--- src/rtl/fe2_pkg.sv ---
package fe2_pkg;

    localparam int unsigned ADDR_W = 32;
    localparam int unsigned INST_W = 32;

    // addi x0, x0, 0: the canonical no-op injected on a flush
    localparam logic [INST_W-1:0] NOP_WORD = 32'h0000_0013;

    typedef enum logic [1:0] {
        RDR_NONE   = 2'd0,
        RDR_BRANCH = 2'd1,
        RDR_JUMP   = 2'd2
    } redir_kind_e;

    typedef struct packed {
        logic [INST_W-1:0] inst;
        logic [ADDR_W-1:0] pc;
    } ex_slot_t;

    function automatic logic [ADDR_W-1:0] fe2_next_pc(
        input logic [ADDR_W-1:0] cur,
        input logic              redirect,
        input logic [ADDR_W-1:0] target,
        input logic [ADDR_W-1:0] step
    );
        return redirect ? target : (cur + step);
    endfunction

endpackage

--- src/rtl/fe2_redirect_ctl.sv ---
module fe2_redirect_ctl
    import fe2_pkg::*;
(
    input  logic        clk,
    input  logic        rst,
    input  logic        br_taken,
    input  logic        jump,
    output redir_kind_e kind,
    output logic        redirect
);

    // a jump takes precedence in classification; both cause a redirect
    always_comb begin
        if (jump)          kind = RDR_JUMP;
        else if (br_taken) kind = RDR_BRANCH;
        else               kind = RDR_NONE;
    end

    assign redirect = (kind != RDR_NONE);

    // jump alone is enough to redirect
    a_r6_jump_redirects: assert property (@(posedge clk) disable iff (rst)
        jump |-> redirect);

    // quiet inputs never redirect
    a_r7_quiet_no_redirect: assert property (@(posedge clk) disable iff (rst)
        (!jump && !br_taken) |-> !redirect);

endmodule

--- src/rtl/fe2_pc_gen.sv ---
module fe2_pc_gen
    import fe2_pkg::*;
#(
    parameter logic [ADDR_W-1:0] RESET_PC   = '0,
    parameter logic [ADDR_W-1:0] FETCH_STEP = 32'd4
) (
    input  logic              clk,
    input  logic              rst,
    input  logic              redirect,
    input  logic [ADDR_W-1:0] target,
    output logic [ADDR_W-1:0] pc
);

    logic [ADDR_W-1:0] pc_nxt;

    always_comb pc_nxt = fe2_next_pc(pc, redirect, target, FETCH_STEP);

    always_ff @(posedge clk) begin
        if (rst) pc <= RESET_PC;
        else     pc <= pc_nxt;
    end


    a_r1_pc_reset: assert property (@(posedge clk)
        rst |=> (pc == RESET_PC));


    a_r4_pc_takes_target: assert property (@(posedge clk) disable iff (rst)
        redirect |=> (pc == $past(target)));


    a_r2_pc_steps: assert property (@(posedge clk) disable iff (rst)
        !redirect |=> (pc == $past(pc) + FETCH_STEP));

endmodule

--- src/rtl/fe2_inst_reg.sv ---
module fe2_inst_reg
    import fe2_pkg::*;
#(
    parameter logic [ADDR_W-1:0] RESET_PC = '0
) (
    input  logic              clk,
    input  logic              rst,
    input  logic              flush,
    input  logic [INST_W-1:0] fetch_word,
    input  logic [ADDR_W-1:0] fetch_pc,
    output ex_slot_t          slot
);

    ex_slot_t slot_nxt;

    always_comb begin
        slot_nxt.pc   = fetch_pc;
        slot_nxt.inst = flush ? NOP_WORD : fetch_word;
    end

    always_ff @(posedge clk) begin
        if (rst) begin
            slot.inst <= NOP_WORD;
            slot.pc   <= RESET_PC;
        end else begin
            slot <= slot_nxt;
        end
    end


    a_r1_slot_reset: assert property (@(posedge clk)
        rst |=> (slot.inst == NOP_WORD && slot.pc == RESET_PC));


    a_r5_flush_injects_nop: assert property (@(posedge clk) disable iff (rst)
        flush |=> (slot.inst == NOP_WORD));


    a_r3_word_passes: assert property (@(posedge clk) disable iff (rst)
        !flush |=> (slot.inst == $past(fetch_word) && slot.pc == $past(fetch_pc)));

endmodule

--- src/rtl/fe2_frontend.sv ---
module fe2_frontend
    import fe2_pkg::*;
#(
    parameter logic [31:0] RESET_PC   = 32'h0000_0000,
    parameter logic [31:0] FETCH_STEP = 32'd4
) (
    input  logic        clk,
    input  logic        rst,
    output logic [31:0] imem_addr,
    input  logic [31:0] imem_data,
    input  logic        ex_br_taken,
    input  logic        ex_jump,
    input  logic [31:0] ex_target,
    output logic [31:0] ex_inst,
    output logic [31:0] ex_pc
);

    redir_kind_e       kind;
    logic              redirect;
    logic [ADDR_W-1:0] fetch_pc;
    ex_slot_t          slot;

    fe2_redirect_ctl u_rdr (
        .clk      (clk),
        .rst      (rst),
        .br_taken (ex_br_taken),
        .jump     (ex_jump),
        .kind     (kind),
        .redirect (redirect)
    );

    fe2_pc_gen #(
        .RESET_PC   (RESET_PC),
        .FETCH_STEP (FETCH_STEP)
    ) u_pc (
        .clk      (clk),
        .rst      (rst),
        .redirect (redirect),
        .target   (ex_target),
        .pc       (fetch_pc)
    );

    fe2_inst_reg #(
        .RESET_PC (RESET_PC)
    ) u_ir (
        .clk        (clk),
        .rst        (rst),
        .flush      (redirect),
        .fetch_word (imem_data),
        .fetch_pc   (fetch_pc),
        .slot       (slot)
    );

    assign imem_addr = fetch_pc;
    assign ex_inst   = slot.inst;
    assign ex_pc     = slot.pc;

    // a branch-only redirect is classified as a branch and squashes the slot
    a_r5_branch_kind: assert property (@(posedge clk) disable iff (rst)
        (ex_br_taken && !ex_jump) |-> (kind == RDR_BRANCH));

    // a squashed slot still reports the address of the squashed fetch
    a_r3_expc_tracks_fetch: assert property (@(posedge clk) disable iff (rst)
        1'b1 |=> (ex_pc == $past(imem_addr)));

endmodule

--- config.mk ---
export PLATFORM = sky130hd
export DESIGN_NAME = fe2_frontend
export DESIGN_NICKNAME = d
export VERILOG_FILES = /design/src/rtl/fe2_pkg.sv /design/src/rtl/fe2_redirect_ctl.sv /design/src/rtl/fe2_pc_gen.sv /design/src/rtl/fe2_inst_reg.sv /design/src/rtl/fe2_frontend.sv
export SDC_FILE = /design/constraint.sdc
export NUM_CORES = 1
export LEC_CHECK = 0
export BUFFER_PORTS_ARGS = -buffer_cell sky130_fd_sc_hd__buf_4
export CAP_MARGIN = 20
export CORE_MARGIN = 8
export CORE_UTILIZATION = 35
export CTS_BUF_LIST = sky130_fd_sc_hd__clkbuf_8 sky130_fd_sc_hd__clkbuf_16
export CTS_CLUSTER_DIAMETER = 100
export DETAILED_ROUTE_END_ITERATION = 12
export PLACE_DENSITY = 0.65
export SLEW_MARGIN = 20
export SYNTH_ARGS = -nofsm -noshare
export SYNTH_HDL_FRONTEND = slang
export SYNTH_HIERARCHICAL = 1
export SYNTH_SLANG_ARGS = --single-unit
--- constraint.sdc ---
create_clock -name clk -period 3.15 [get_ports clk]
set_input_delay 0.315 -clock clk [delete_from_list [all_inputs] [get_ports clk]]
set_output_delay 0.315 -clock clk [all_outputs]
set_load 0.02 [all_outputs]
==> impl_metrics.json <==
{
  "port_buffers": 163,
  "clock_skew_ps": 5.92,
  "htreeDepth": 3,
  "synth_cells": 352,
  "cts_tree": "built",
  "wl_met1_um": 4720,
  "post-place-ws_ps": 950,
  "drc": 0,
  "setup_viol": 0,
  "rsz0062_at_grt": "no",
  "worst-path-max-fanout": 14,
  "dr.pass1.iters": 4,
  "vias": 3122,
  "finalCritPeriodShare": 0.700,
  "die_y_um": 118,
  "cts_resized": 0,
  "hold_buffers": 0,
  "required_ps": 3420,
  "drt_wl_total_um": 10400,
  "dr_wl_met2_um": 4800,
  "antenna_found_initial": 0,
  "synth_area_mm2": 0.00361,
  "design_area_mm2": 0.00509,
  "power_leakage_nw": 2.14,
  "fin_ws_ps": 946,
  "synth_nets": 421,
  "grt_pass1_wl_um": 17000,
  "fill_cells": 997,
  "gp_congestion": 0.757,
  "cts_root_buf": "clkbuf_8",
  "fin_nets": 576,
  "worstMarginPinSlew_ps": 692,
  "tns_ps": 0,
  "final-max-slew-violation-count": 0,
  "drt-vias-per-instance": 4.82,
  "post_cts_buffers": 0,
  "post-route-util": 0.500,
  "slew_headroom": 0.535,
  "ys_warn_count": 6,
  "track_usage": 0.149,
  "whs_path_depth": 2,
  "multi_input_area_mm2": 0.00151,
  "syn_avg_cell_area_um2": 10.2,
  "rr_worst_depth": 4,
  "clockBufferDepth": 2,
  "r2r_setup_slack_ps": 950,
  "status": "finished clean",
  "drtIter0Drc": 263,
  "diodes": 0,
  "r2r-start": "u_pc/pc[5]",
  "grt_max_degree": 55,
  "cts_made_buffers": 9,
  "die_x_um": 118,
  "grt-ovfl-total": 0,
  "end_kind": "flip-flop",
  "cts_sinks": 96,
  "hp-start": "imem_data[1]",
  "worstHoldEndpoint": "u_ir/slot[33]",
  "placed_cell_area_mm2": 0.00489,
  "fp.dieArea_mm2": 0.0138,
  "worstSetupPathType": "flip-flop to flip-flop",
  "top_layer_used": "met4",
  "drv_cap": 0,
  "wl_per_cell_um": 16.1,
  "start_util": 0.354,
  "rows": 37,
  "grt_pass1_vias": 3145,
  "clock.fmax_ghz": 0.454,
  "min_path_type": "input pin to flip-flop",
  "p_per_area_mw_per_mm2": 492,
  "startpoint_type": "flip-flop",
  "power_mw": 2.51,
  "antenna_left": 0,
  "r2r-end": "u_pc/pc[22]",
  "area_growth_pct": 41.2,
  "io-pin-count": 164,
  "dp_hpwl_um": 7700,
  "core_area_mm2": 0.0102,
  "period_needed_ps": 2200,
  "wl_met3_um": 802,
  "clk_pin_slew_ps": 90,
  "seq_area_mm2": 0.00192,
  "vdd_drop_max_mv": 0.181,
  "drive_gt1_frac": 0.387,
  "clk_latency_ps": 350,
  "hold_viol": 0,
  "crit_arrival_ps": 2470
}
metal layers:
layer / up-vias / track usage
li1: 1570 / -
met1: 1432 / 0.188
met2: 113 / 0.232
met3: 7 / 0.0552
met4: 0 / 0.0424
met5: - / 0
flip-flops by register name, summed over array words and instances (netlist names):
| signal | cells |
|---|---|
| u_pc/pc | 32 |
| u_ir/slot | 64 |
cells in the final DEF (no fill, tap or decap), types with 11 or more instances in the layout:
cell and count:
nor2_1 27, nor2b_1 32, dfxtp_1 96, buf_4 167
nor3b_1 20, a311oi_1 15, or3_1 11, nand2_1 15
final cells by class:
cell class	instances	share of cell area
clock inverters	6	0.0118
repair buffers	167	0.246
inverters	9	0.00664
clock buffers	10	0.0270
multi-input cells	224	0.297
flip-flops and latches	96	0.378
well taps	136	0.0334
stage by stage:
step | hold slack, ps | std cells
3_5_place_dp | 475 | 632
6_report | 142 | 648
5_1_grt | 124 | 648
4_1_cts | 117 | 648
3_3_place_gp | 472 | 632
2_1_floorplan | 414 | 352
worst max path at each step:
stage	cells after the start	startpoint	slack, ps	end
floorplan	5	u_pc/pc[5]	1060	u_pc/pc[20]
global placement	4	u_pc/pc[5]	1060	u_pc/pc[22]
detailed placement	5	u_pc/pc[2]	950	u_pc/pc[22]
CTS	5	u_pc/pc[2]	940	u_pc/pc[22]
global route	4	u_pc/pc[5]	810	u_pc/pc[25]
finish	4	u_pc/pc[5]	950	u_pc/pc[22]
critical path, stage by stage, from the launching register on:
cell,delay [ps]
dfxtp_1,510
nand4_4,210
or4_4,650
or4_1,500
a311oi_1,250
power breakdown:
| group | total [mW] | internal, mW | switching (mW) |
|---|---|---|---|
| Combinational | 0.372 | 0.181 | 0.191 |
| Clock | 0.804 | 0.385 | 0.419 |
| Sequential | 1.33 | 1.27 | 0.0563 |
| Total | 2.51 | 1.84 | 0.666 |
No activity file was read; power rests on OpenSTA's default activity.
